$ cat config.mk
export PLATFORM = sky130hd
export DESIGN_NAME = burst_seq_top
export DESIGN_NICKNAME = d
export VERILOG_FILES = /design/src/rtl/burst_pkg.sv /design/src/rtl/burst_beat_ctr.sv /design/src/rtl/burst_start_reg.sv /design/src/rtl/burst_order_map.sv /design/src/rtl/burst_seq_top.sv
export SDC_FILE = /design/constraint.sdc
export NUM_CORES = 1
export LEC_CHECK = 0
export BUFFER_PORTS_ARGS = -buffer_cell sky130_fd_sc_hd__buf_2
export CAP_MARGIN = 20
export CELL_PAD_IN_SITES_DETAIL_PLACEMENT = 1
export CELL_PAD_IN_SITES_GLOBAL_PLACEMENT = 2
export CORE_AREA = 2 2 62 64
export DETAILED_ROUTE_END_ITERATION = 6
export DIE_AREA = 0 0 64 66
export PLACE_DENSITY = 0.73
export SYNTH_ARGS = -nofsm -noshare
export SYNTH_HDL_FRONTEND = slang
export SYNTH_HIERARCHICAL = 1
export SYNTH_SLANG_ARGS = --single-unit
$ cat constraint.sdc
create_clock -name clk_i -period 1.05 [get_ports clk_i]
set_input_delay 0.21 -clock clk_i [delete_from_list [all_inputs] [get_ports clk_i]]
set_output_delay 0.21 -clock clk_i [all_outputs]
set_load 0.005 [all_outputs]
$ cat src/rtl/burst_pkg.sv
package burst_pkg;
  typedef enum logic {
    ORD_LINEAR     = 1'b0,
    ORD_INTERLEAVE = 1'b1
  } burst_order_e;
endpackage

$ cat src/rtl/burst_beat_ctr.sv
module burst_beat_ctr #(
  parameter int BEATS = 4,
  localparam int CNT_W = $clog2(BEATS)
) (
  input  logic             clk_i,
  input  logic             rst_ni,
  input  logic             load_i,
  input  logic             adv_i,
  output logic [CNT_W-1:0] cnt_o,
  output logic             last_o
);
  localparam logic [CNT_W-1:0] CNT_LAST = CNT_W'(BEATS - 1);

  logic [CNT_W-1:0] cnt_q;

  always_ff @(posedge clk_i or negedge rst_ni) begin
    if (!rst_ni)     cnt_q <= '0;
    else if (load_i) cnt_q <= '0;
    else if (adv_i)  cnt_q <= cnt_q + CNT_W'(1); // power-of-two wrap
  end

  assign cnt_o  = cnt_q;
  assign last_o = (cnt_q == CNT_LAST);
endmodule

$ cat src/rtl/burst_start_reg.sv
module burst_start_reg #(
  parameter int ADDR_W = 20
) (
  input  logic                      clk_i,
  input  logic                      rst_ni,
  input  logic                      load_i,
  input  logic                      mode_i,
  input  logic [ADDR_W-1:0]         addr_i,
  output logic [ADDR_W-1:0]         start_o,
  output burst_pkg::burst_order_e   order_o
);
  logic [ADDR_W-1:0]       start_q;
  burst_pkg::burst_order_e order_q;

  always_ff @(posedge clk_i or negedge rst_ni) begin
    if (!rst_ni) begin
      start_q <= '0;
      order_q <= burst_pkg::ORD_LINEAR;
    end else if (load_i) begin
      start_q <= addr_i;
      order_q <= burst_pkg::burst_order_e'(mode_i);
    end
  end

  assign start_o = start_q;
  assign order_o = order_q;
endmodule

$ cat src/rtl/burst_order_map.sv
module burst_order_map #(
  parameter int BEATS = 4,
  localparam int LOW_W = $clog2(BEATS)
) (
  input  logic [LOW_W-1:0]        start_i,
  input  logic [LOW_W-1:0]        cnt_i,
  input  burst_pkg::burst_order_e order_i,
  output logic [LOW_W-1:0]        low_o
);
  logic [LOW_W-1:0] lin_low;
  logic [LOW_W-1:0] ilv_low;

  assign lin_low = start_i + cnt_i;

  // interleaved: per-bit xor of offset and beat count
  for (genvar b = 0; b < LOW_W; b++) begin : g_ilv
    assign ilv_low[b] = start_i[b] ^ cnt_i[b];
  end

  assign low_o = (order_i == burst_pkg::ORD_INTERLEAVE) ? ilv_low : lin_low;
endmodule

$ cat src/rtl/burst_seq_top.sv
module burst_seq_top #(
  parameter int ADDR_W = 20,
  parameter int BEATS  = 4
) (
  input  logic              clk_i,
  input  logic              rst_ni,
  input  logic              load_i,
  input  logic              adv_i,
  input  logic              mode_i,
  input  logic [ADDR_W-1:0] addr_i,
  output logic [ADDR_W-1:0] addr_o,
  output logic              last_o
);
  localparam int LOW_W = $clog2(BEATS);

  logic [ADDR_W-1:0]       start_q;
  burst_pkg::burst_order_e order_q;
  logic [LOW_W-1:0]        cnt;
  logic [LOW_W-1:0]        low;

  burst_start_reg #(.ADDR_W(ADDR_W)) u_start (
    .clk_i   (clk_i),
    .rst_ni  (rst_ni),
    .load_i  (load_i),
    .mode_i  (mode_i),
    .addr_i  (addr_i),
    .start_o (start_q),
    .order_o (order_q)
  );

  burst_beat_ctr #(.BEATS(BEATS)) u_ctr (
    .clk_i  (clk_i),
    .rst_ni (rst_ni),
    .load_i (load_i),
    .adv_i  (adv_i),
    .cnt_o  (cnt),
    .last_o (last_o)
  );

  burst_order_map #(.BEATS(BEATS)) u_map (
    .start_i (start_q[LOW_W-1:0]),
    .cnt_i   (cnt),
    .order_i (order_q),
    .low_o   (low)
  );

  assign addr_o = {start_q[ADDR_W-1:LOW_W], low};
endmodule

==> results, run 1 <==
- The initialized floorplan defines 22 standard-cell rows.
- The standard cell core area is 3550 um2.
- Summed over all layers, the global routing overflow is 0.
- The fraction of layout cells with a size suffix above 1 is 76.0%.
- The worst hold path terminates at u_start/order_o.
- For this configuration, the core starts out at a cell density of 27.7%.
- At the pin with the least slew margin, the transition time is 531 ps.
- The overall track demand over capacity in global routing is 11.6%.
- The nature of the critical path startpoint is a flop.
- Summing internal, switching and leakage power gives 0.00195 W.
- The count of state elements after synthesis is 23.
- CTS placed an instance of sky130_fd_sc_hd__clkbuf_4 at the clock tree root.
- The clock latency of the later-clocked register in the worst-skew pair is 310 ps.
- Based on the critical path, the design can be clocked at up to 678 MHz.
- Measured along the y axis, the die boundary spans 66 um.
- The number of global-route vias before repair was 780.
- OpenSTA, run right after detailed placement, puts the worst setup slack at -85.0 ps.
- Together, buffers and inverters on the worst path number 1.
- During I/O placement, the number of pins put on the boundary was 46.
- The maximum net fanout on the critical path is 3.
- After routing the design area is 1500 um2.
- The capturing element type of the critical path is an output port.
- Setup repair after global routing could not meet its margin everywhere.
- The layout-stage area growth over the synthesis result is 52.5%.
- The first global-routing pass estimated 3.69 mm of wire.
- The path length in cells of the critical path is 3.
- Data on the critical path arrives at its endpoint at 1270 ps.
- In this run the critical register-to-register path is captured at u_ctr/cnt_o[1].
- The total half-perimeter wirelength after legalization and detailed placement is 1.54 mm.
- The worst hold path begins at mode_i.
- The flow ran to the end, but the final reports show violations.
- During placement, the flow inserted port buffers numbering 45.
- The kind of critical path is flop to output port.
- The critical path's slowest cell is sky130_fd_sc_hd__dfrtp_1.
- For this run, the number of Yosys warnings is 6.
- Max-cap violations in this run came to 0.
- The overall die width is 64 um.
- The final max-slew violation count is 0.
- The final layout contains routed wiring with a total length of 2.35 mm.
- The total via count in the routed design is 716.
- TritonCTS built the clock tree.
- The net count of the mapped netlist is 82.
- The peak supply drop is 411 uV.
- The count of H-tree levels built during CTS is 1.
- The repair_antennas step left the layout with diodes totalling 0.
- The launching point of the worst reg2reg path is u_ctr/cnt_o[0].
- The worst clock skew is 0.397 ps.
- Synthesis produced 55 cells.
- The worst pin sits at a relative slew slack of 64.6%.
- The initial antenna violation count came to 0.
- Walking the worst path, the cells encountered are xnor2_1 > xnor2_1 > buf_2.
- At the end of the flow the core is filled with cells to 42.3%.
- The cell family contributing the most delay on the critical path is flip-flops.
- The worst-case setup margin in the final layout is -425 ps.
- No sink is reached through more buffers than the 2 on the longest clock path.
- The number of cells on the worst hold path is 2.
- The required arrival time at the worst endpoint is 840 ps.
- For this run, the detailed router's first-pass iteration total came to 2.
- After detailed routing, the number of remaining DRC violations is 0.
- The final number of setup-violating endpoints is 7.
- Using the TritonRoute via totals, the vias-per-cell ratio works out to 4.14.
- In this design, the critical path's most frequently occurring cell is sky130_fd_sc_hd__xnor2_1.
- The net count reported at finish is 153.
- The library cells used most frequently in the layout, excluding fill and tap cells, are 44 x sky130_fd_sc_hd__buf_2, 23 x sky130_fd_sc_hd__dfrtp_1, 20 x sky130_fd_sc_hd__buf_4, 20 x sky130_fd_sc_hd__mux2_4, 3 x sky130_fd_sc_hd__clkbuf_4.
- The commonest non-fill, non-tap cell in the layout is sky130_fd_sc_hd__buf_2.
- The final critical path takes up 140% of the cycle.
- Across all register-to-register paths, the minimum setup slack is -110 ps.
- The leakage power of the design is 0.789 nW.
- Once detail routing completed, the nets flagged for antenna violations numbered 0.
- The final reports fail on setup timing.
- Counting I/O delays and the setup requirement, the final critical path takes 1480 ps.
- Buffers inserted during clock tree synthesis total 3.
- Counting distinct cell types in the post-synthesis netlist gives 9.
- The floorplan step defined a die boundary enclosing 4220 um2.
- The total negative setup slack is -1280 ps.
- For this run, the register share of the synthesized area comes to 58.4%.
- The depth of the worst register-to-register path is 5.
- Routability-driven placement finished with a final weighted congestion of 0.679.
- For this run, the slowest stage of the critical path takes 460 ps.
- The DRC violation total after the first TritonRoute iteration is 16.
- The classification of the worst-slack hold path is input pin to flop.
- Clock-pin slew was measured on the worst setup and hold paths at 130 ps.
- In this run the power density over the cells is 1300 nW/um2.
- The number of endpoints with negative hold slack in the final report is 0.
- The post-detailed-placement cell area is 1280 um2.
- The mean instance size in the synthesized netlist is 17.9 um2.
- The cell area after synthesis is 985 um2.
- After detailed routing, the average wire length per cell comes to 13.6 um.
- Entering global routing, the biggest net connects 24 pins.
- The number of sinks driven by the clock tree is 23.
[timing repair]
action,4_1_cts,5_1_grt
hold buffers,1,0
endpoints found under the hold margin,23,0
buffers inserted,13,7
pin swaps,3,2
gates resized for setup,6,3
setup endpoints to repair,21,23
[kinds of logic (layout without fill, tap and decap cells)]
family	after synthesis	after routing	synth area share, %
buf+inv	2	72	2.29
mux	22	22	32.7
flops	23	23	58.4
simple gates	3	3	1.40
xor+xnor	3	3	2.67
fa+ha+maj	2	2	2.54
[per-layer routing]
layer	vias up	global-route usage, %	wire [um]
li1	329	-	-
met1	354	13.5	938
met2	31	20.6	1240
met3	2	1.53	133
met4	0	6.52	34
met5	-	0	0
[worst max-delay path by stage]
| stage | start | endpoint | slack, ps |
|---|---|---|---|
| after floorplan | u_ctr/cnt_o[0] | addr_o[1] | 3 |
| after global placement | u_start/start_o[0] | addr_o[1] | -70 |
| after detailed placement | u_start/start_o[0] | addr_o[1] | -80 |
| after CTS | u_ctr/cnt_o[0] | addr_o[1] | -440 |
| after global routing | u_start/start_o[0] | addr_o[1] | -530 |
| final | u_ctr/cnt_o[1] | addr_o[1] | -430 |
[per-stage QoR]
stage / instances / hold WS, ps
3_5_place_dp: 149 / 224
3_3_place_gp: 149 / 214
6_report: 173 / 121
2_1_floorplan: 55 / -85.6
5_1_grt: 173 / 112
4_1_cts: 167 / 114
[synth_stat cells]
library cell	n	area, um2
sky130_fd_sc_hd__mux2_2	1	11.3
sky130_fd_sc_hd__buf_6	2	22.5
sky130_fd_sc_hd__nor2b_1	1	6.26
sky130_fd_sc_hd__xnor2_1	3	26.3
sky130_fd_sc_hd__mux2_4	20	300
sky130_fd_sc_hd__mux2i_1	1	10.0
sky130_fd_sc_hd__ha_1	2	25.0
sky130_fd_sc_hd__dfrtp_1	23	576
sky130_fd_sc_hd__nor2_1	2	7.51
[area by class of cell]
class / instances / area (um2)
well taps: 48 / 60.1
repair buffers: 68 / 423
clock buffers: 4 / 26.3
fillers: 393 / 2050
flip-flops and latches: 23 / 576
multi-input cells: 30 / 417
[report_power, final]
part / internal, W / switching (W) / leakage [nW] / total, W
Sequential: 0.000973 / 0.0000523 / 0.272 / 0.00103
Clock: 0.000148 / 0.000263 / 0.0150 / 0.000411
Combinational: 0.000344 / 0.000173 / 0.502 / 0.000517
[sequential cells by signal, indices dropped and copies added, names as in the netlist]
signal,cells
u_start/order_o,1
u_ctr/cnt_o,2
u_start/start_o,20
Power figures use the tool's default switching activity.
==> run 2: changes to the inputs <==
==> constraint.sdc (replaced) <==
create_clock -name clk_i -period 1.05 [get_ports clk_i]
set_input_delay 0.0525 -clock clk_i [delete_from_list [all_inputs] [get_ports clk_i]]
set_output_delay 0.0525 -clock clk_i [all_outputs]
set_load 0.005 [all_outputs]
==> run 2 against run 1 <==
Net effect:
- the flow still finishes with violations (setup timing)
- flip-flop and latch count is the same
- via count decreased by 0.70%
- register-to-register slack better by 60 ps
- fmax increased by 12%
- total power is 2.8% lower
- critical path type unchanged
==> results, run 2 (synthesis results as in run 1) <==
- The detailed-route DRC error count is 0 (unchanged).
- The number of global-route vias before repair is 806 (was 780).
- The kind of cell adding the most delay to the critical path was flip-flops (unchanged).
- The sum of internal, switching and leakage power is 0.00190 W (was 0.00195 W).
- The clock input transition at the sequential cells of the worst setup and hold paths came to 130 ps (about the same).
- The number of flip-flops under the largest register name is 20 (unchanged).
- The count of pins on the block boundary was 46 (unchanged).
- The number of buffers and inverters on the critical path is 1 (unchanged).
- The fill cell total of the finished layout is 383 (was 393).
- The CTS root buffer is sky130_fd_sc_hd__clkbuf_4 (unchanged).
- The sequential cell area in the final layout is 576 um2 (unchanged).
- The classification of the worst-slack hold path is input pin to flop (unchanged).
- The clock latency of the later-clocked register in the worst-skew pair came to 300 ps (was 310 ps).
- The detail-routed via count per cell came to 4.06 (was 4.14).
- The maximum root-to-sink buffer count was 2 (unchanged).
- The final max-slew violation count is 0 (unchanged).
- The total routed wirelength was 2.33 mm (was 2.35 mm).
- The DRC violation total after the first TritonRoute iteration is 19 (was 16).
- The layer carrying the most global-route usage is met2 (unchanged).
- The total via count in the routed design is 711 (was 716).
- The net count reported at finish came to 155 (was 153).
- The count of antenna-violating nets left after detailed routing is 0 (unchanged).
- The CTS buffer count is 3 (unchanged).
- The pin count of the biggest net entering global routing is 24 (unchanged).
- The number of endpoints with negative hold slack in the final report was 0 (unchanged).
- The met1 routing resource usage after global routing is 14.8% (was 13.5%).
- The peak per-stage delay on the critical path is 410 ps (was 460 ps).
- The final weighted congestion of routability-driven global placement is 0.689 (was 0.679).
- The standard cell core area is 3550 um2 (unchanged).
- The post-route standard cell area excluding fillers was 1560 um2 (was 1500 um2).
- The nature of the critical path startpoint is a flop (unchanged).
- The wire length per cell was 13.3 um (was 13.6 um).
- The capturing element type of the critical path is an output port (unchanged).
- The post-placement worst setup slack is 28.2 ps (was -85.0 ps).
- The antenna diode count was 0 (unchanged).
- The met2 capacity usage during global routing is 22.4% (was 20.6%).
- Top library cells by usage in the layout, fill and taps aside: 45 x sky130_fd_sc_hd__buf_2, 23 x sky130_fd_sc_hd__dfrtp_1, 22 x sky130_fd_sc_hd__dlygate4sd3_1 (was 44 x sky130_fd_sc_hd__buf_2, 23 x sky130_fd_sc_hd__dfrtp_1, 20 x sky130_fd_sc_hd__buf_4, 20 x sky130_fd_sc_hd__mux2_4, 3 x sky130_fd_sc_hd__clkbuf_4).
- The commonest non-fill, non-tap cell in the layout is sky130_fd_sc_hd__buf_2 (unchanged).
- The top achievable clock speed was 762 MHz (was 678 MHz).
- The port buffer count is 45 (unchanged).
- The final number of setup-violating endpoints is 4 (was 7).
- The number of iterations in the first detailed-routing pass was 2 (unchanged).
- The cell area power density is 1220 nW/um2 (was 1300 nW/um2).
- The overall track demand over capacity in global routing came to 12.5% (was 11.6%).
- The number of maximum-capacitance violations is 0 (unchanged).
- The first-pass GRT wire length is 4.02 mm (was 3.69 mm).
- The area of the multi-input gates is 414 um2 (was 417 um2).
- The cell row count is 22 (unchanged).
- The leakage power of the design is 0.787 nW (was 0.789 nW).
- The met3 routing resource usage after global routing came to 1.53% (unchanged).
- The required arrival time at the worst endpoint is 1000 ps (was 840 ps).
- The arrival time of data at the critical path endpoint was 1260 ps (was 1270 ps).
- The worst clock skew is 0.303 ps (was 0.397 ps).
- The peak supply drop is 408 uV (was 411 uV).
- The worst-case setup margin in the final layout was -262 ps (was -425 ps).
- The actual transition at the worst max-transition pin is 517 ps (was 531 ps).
- The die area is 4220 um2 (unchanged).
- The number of sinks driven by the clock tree is 23 (unchanged).
- The kind of critical path is flop to output port (unchanged).
- The initial antenna violation count is 0 (unchanged).
- The layout-stage area growth over the synthesis result is 58.1% (was 52.5%).
- The fraction of layout cells with a size suffix above 1 came to 60.6% (was 76.0%).
- The remaining max-slew budget at the tightest pin was 65.5% (was 64.6%).
- The remaining global-route overflow is 0 (unchanged).
- Violations in the final reports: setup timing (unchanged).
- The post-detailed-placement cell area is 1270 um2 (was 1280 um2).
- The count of H-tree levels built during CTS is 1 (unchanged).
- The post-route core utilization is 43.8% (was 42.3%).
- The clock tree from TritonCTS is yes (unchanged).
- The fraction of the cycle the final worst path needs was 125% (was 140%).
- The initial core utilization came to 27.7% (unchanged).
- Setup repair after global routing missed its margin: yes (unchanged).
- The critical path's slowest cell was sky130_fd_sc_hd__dfrtp_1 (unchanged).
- The maximum net fanout on the critical path is 2 (was 3).
- The die height is 66 um (unchanged).
- Outcome: complete, but fails checks (unchanged).
- Cells traversed along the worst timing path: ha_2 > nor2b_4 > xnor2_2 > buf_2 (was xnor2_1 > xnor2_1 > buf_2).
- The overall die width is 64 um (unchanged).
- The minimum clock period was 1310 ps (was 1480 ps).
[run 2: changes by cell type in the layout (fill, tap and decap cells not counted), sizes merged]
cell,change
buf,-19
dlygate4sd3,+21
[run 2: where the power goes]
part	switching [W]	internal (W)	total [W]
combinational	0.000155	0.000311	0.000466
clock	0.000257	0.000148	0.000405
sequential	0.0000549	0.000973	0.00103
total	0.000467	0.00143	0.00190
[run 2: tightest hold or removal path, cell delays in order]
cell and delay [ps]:
sky130_fd_sc_hd__buf_2 100, sky130_fd_sc_hd__xnor2_1 70, sky130_fd_sc_hd__nor2_1 80
[run 2: worst paths after layout]
path,start,to,slack [ps],depth (start not counted)
max in group asynchronous,rst_ni,u_start/start_o[18],470,2
worst max-delay path,u_ctr/cnt_o[0],addr_o[1],-260,4
min in group asynchronous,rst_ni,u_start/start_o[19],240,2
worst min register to register,u_start/start_o[17],u_start/start_o[17],520,1
worst max register to register,u_ctr/cnt_o[0],u_ctr/cnt_o[1],-50,4
worst min-delay path,adv_i,u_ctr/cnt_o[0],30,3
[run 2: layout make-up]
| type | count | area share, % |
|---|---|---|
| clock buffer | 4 | 1.69 |
| multi-input combinational | 30 | 26.6 |
| sequential | 23 | 37.0 |
| tap | 48 | 3.86 |
| timing repair buffer | 70 | 30.9 |
[run 2: stage by stage]
| step | TNS (ps) | hold slack, ps | std cells |
|---|---|---|---|
| after floorplan | 0 | -243 | 55 |
| after global placement | 0 | 54.2 | 147 |
| after detailed placement | 0 | 64.9 | 147 |
| after CTS | -650 | 20.9 | 175 |
| after global routing | -814 | 39.4 | 175 |
| final | -582 | 29.5 | 175 |
[run 2: repair_timing]
item | 4_1_cts | 5_1_grt
hold buffers | 22 | 0
pin swaps | 2 | 1
endpoints found under the hold margin | 44 | 0
buffers inserted | 2 | 0
gates resized for setup | 4 | 2
setup endpoints to repair | 3 | 4
[run 2: metal layers]
layer / share of wire (%) / up-vias
met4: 1.2 / 0
met1: 42 / 344
met2: 52 / 31
li1: - / 334
met5: 0 / -
met3: 5.7 / 2
==> run 3: changes to the inputs <==
Settings changed: CORE_AREA 2 2 62 64 to 2 2 65 67, DIE_AREA 0 0 64 66 to 0 0 67 69, PLACE_DENSITY 0.73 to 0.7.
Clock period 1.05 ns to 1.1 ns, I/O delays scaled along.
==> run 3 against run 2 <==
Net effect:
- the run still ends with setup timing left
- sequential power down 5%
- clock-buffer cell count unchanged
- die area is 9.4% higher
- setup slack improved by 110 ps
- largest cell class unchanged
- critical path depth did not move
- cell count is 9.1% lower
- core utilization is 8.4 points lower
- highest routed layer is now met3
- via count shrank 11%
- critical endpoint unchanged
- non-clock buffer count down 18
- critical path type unchanged
- routed wire length shrank 9.4%
- cell area shrank 11%
==> results, run 3 (synthesis results as in run 1) <==
- The wire length per cell came to 13.2 um (was 13.3 um).
- The remaining global-route overflow is 0 (unchanged).
- The clock latency of the later-clocked register in the worst-skew pair is 260 ps (was 300 ps).
- The overall die width is 67 um (was 64 um).
- The leakage power of the design is 0.719 nW (was 0.787 nW).
- The total routed wirelength came to 2.11 mm (was 2.33 mm).
- The capturing element type of the critical path is an output port (unchanged).
- The arrival time of data at the critical path endpoint was 1200 ps (was 1260 ps).
- The kind of critical path is flop to output port (unchanged).
- The smallest clock period supported by the final layout is computed as 1250 ps.
- Outcome: complete, but fails checks (unchanged).
- The count of H-tree levels built during CTS was 1 (unchanged).
- The peak supply drop is 432 uV (was 408 uV).
- The met1 wire length is 864 um (was 966 um).
- The port buffer count is 45 (unchanged).
- The number of global-route vias before repair was 742 (was 806).
- The layout-stage area growth over the synthesis result is 40.8% (was 58.1%).
- The number of maximum-capacitance violations is 0 (unchanged).
- The die area is 4620 um2 (was 4220 um2).
- The final number of setup-violating endpoints is 4 (unchanged).
- The first-pass GRT wire length was 3.55 mm (was 4.02 mm).
- The post-route standard cell area excluding fillers came to 1390 um2 (was 1560 um2).
- The top achievable clock speed is 797 MHz.
- The net count reported at finish is 137 (was 155).
- The maximum net fanout on the critical path is 2 (unchanged).
- The die height is 69 um (was 66 um).
- The fill cell total of the finished layout is 445 (was 383).
- Detailed placement ended at an HPWL of 1.49 mm.
- The sum of internal, switching and leakage power is 0.00189 W (was 0.00190 W).
- The clock network fraction of design power is 27.1% (was 21.3%).
- The area of the multi-input gates is 407 um2 (was 414 um2).
- The number of sinks driven by the clock tree was 23 (unchanged).
- The worst clock skew was 0.220 ps (was 0.303 ps).
- The DRC violation total after the first TritonRoute iteration is 4 (was 19).
- The standard cell core area is 3910 um2 (was 3550 um2).
- The highest routed metal layer is met3 (was met4).
- The classification of the worst-slack hold path is input pin to flop (unchanged).
- The fraction of layout cells with a size suffix above 1 is 72.5% (was 60.6%).
- The total via count in the routed design came to 636 (was 711).
- The worst-case setup margin in the final layout is -154 ps (was -262 ps).
- The antenna diode count was 0 (unchanged).
- The commonest non-fill, non-tap cell in the layout is sky130_fd_sc_hd__buf_2 (unchanged).
- The count of antenna-violating nets left after detailed routing was 0 (unchanged).
- The number of flip-flops under the largest register name is 20 (unchanged).
- The initial core utilization is 25.2% (was 27.7%).
- The final max-slew violation count was 0 (unchanged).
- The initial antenna violation count came to 0 (unchanged).
- The combinational fraction of design power came to 20.9% (was 24.6%).
- The net switching component of the power is 0.000443 W (was 0.000467 W).
- The detail-routed via count per cell came to 4.00 (was 4.06).
- The sequential cell area in the final layout is 576 um2 (unchanged).
- The peak per-stage delay on the critical path was 400 ps (was 410 ps).
- The overall track demand over capacity in global routing was 10.0% (was 12.5%).
- The count of pins on the block boundary came to 46 (unchanged).
- The cell row count came to 23 (was 22).
- The cell area power density is 1360 nW/um2 (was 1220 nW/um2).
- The proportion of power drawn by flip-flops and latches is 52.0% (was 54.1%).
- The met3 wirelength from detailed routing is 210 um (was 132 um).
- The number of iterations in the first detailed-routing pass is 2 (unchanged).
- The nature of the critical path startpoint is a flop (unchanged).
- The post-placement worst setup slack is 76.2 ps (was 28.2 ps).
- The detailed-route DRC error count is 0 (unchanged).
- The critical path's slowest cell is sky130_fd_sc_hd__dfrtp_1 (unchanged).
- The post-detailed-placement cell area came to 1270 um2 (about the same).
- The internal power was 0.00144 W (was 0.00143 W).
- The actual transition at the worst max-transition pin is 525 ps (was 517 ps).
- The detailed-routed wire length on met2 came to 1.03 mm (was 1.20 mm).
- The switching portion of total power came to 23.5% (was 24.6%).
- The clock input transition at the sequential cells of the worst setup and hold paths is 80 ps (was 130 ps).
- The required arrival time at the worst endpoint is 1040 ps (was 1000 ps).
- The CTS buffer count is 3 (unchanged).
- The fraction of the cycle the final worst path needs is 114%.
- Violations in the final reports: setup timing (unchanged).
- The maximum root-to-sink buffer count is 2 (unchanged).
- The final-layout worst hold slack was 22.4 ps (was 29.5 ps).
- The number of endpoints with negative hold slack in the final report is 0 (unchanged).
- The CTS root buffer is sky130_fd_sc_hd__clkbuf_8 (was sky130_fd_sc_hd__clkbuf_4).
- Top library cells by usage in the layout, fill and taps aside: 45 x sky130_fd_sc_hd__buf_2, 23 x sky130_fd_sc_hd__dfrtp_1, 20 x sky130_fd_sc_hd__mux2_4 (was 45 x sky130_fd_sc_hd__buf_2, 23 x sky130_fd_sc_hd__dfrtp_1, 22 x sky130_fd_sc_hd__dlygate4sd3_1).
- The clock tree from TritonCTS is yes (unchanged).
- The final weighted congestion of routability-driven global placement was 0.605 (was 0.689).
- The pin count of the biggest net entering global routing is 24 (unchanged).
- Cells traversed along the worst timing path: ha_2 > nor2b_4 > xnor2_1 > buf_2 (was ha_2 > nor2b_4 > xnor2_2 > buf_2).
- The remaining max-slew budget at the tightest pin is 65.0% (was 65.5%).
- Setup repair after global routing missed its margin: yes (unchanged).
run 3: cell types whose count changed in the layout (fill, tap and decap cells not counted), sizes merged:
cell         change
dlygate4sd3     -21
buf              +3
run 3: routing by layer:
layer | GRT usage, % | up-vias
li1 | - | 295
met1 | 12.9 | 311
met2 | 15.7 | 30
met3 | 3.59 | 0
met4 | 2.72 | 0
met5 | 0 | -
run 3: power by group through the flow:
stage | combinational (W) | clock, W | sequential [W]
2_1_floorplan | 0.000185 | 0 | 0.000996
4_1_cts | 0.000380 | 0.000545 | 0.000983
5_1_grt | 0.000432 | 0.000605 | 0.000994
3_3_place_gp | 0.000352 | 0 | 0.000992
3_5_place_dp | 0.000361 | 0 | 0.000996
6_report | 0.000395 | 0.000512 | 0.000981
run 3: critical path: cells and delay by family, from the launching register on:
family | cells | cell delay (ps)
DFF | 1 | 400
and+or+nand+nor | 1 | 120
xor gates and xnor gates | 1 | 120
adders and majority gates | 1 | 180
buffers and inverters | 1 | 130
run 3: final timing paths:
check / startpoint / end / slack, ps / cells past startpoint
setup / recovery: u_start/start_o[0] / addr_o[1] / -150 / 4
hold / removal: addr_i[11] / u_start/start_o[11] / 20 / 2
setup reg to reg: u_ctr/cnt_o[0] / u_ctr/cnt_o[1] / -90 / 5
hold reg to reg: u_start/start_o[17] / u_start/start_o[17] / 510 / 1
max in group asynchronous: rst_ni / u_start/start_o[2] / 430 / 2
min in group asynchronous: rst_ni / u_start/start_o[9] / 310 / 2
run 3: metrics by stage:
step	TNS, ps	std cells	util (%)
2_1_floorplan	0	55	-
6_report	-395	159	35.4
5_1_grt	-634	159	35.4
3_5_place_dp	0	149	32.4
3_3_place_gp	0	149	32.4
4_1_cts	-340	156	34.5
run 3: what timing repair did:
item                                   CTS  global route
setup endpoints to repair                2             4
hold buffers                             1             0
pin swaps                                2             2
endpoints found under the hold margin   23             0
buffers inserted                         2             3
gates resized for setup                  3             3
run 3: layout make-up:
cell class | count | area share (%)
sequential | 23 | 41.5
multi-input combinational | 30 | 29.3
timing repair buffer | 52 | 21.4
clock buffer | 4 | 3.25
tap | 50 | 4.51
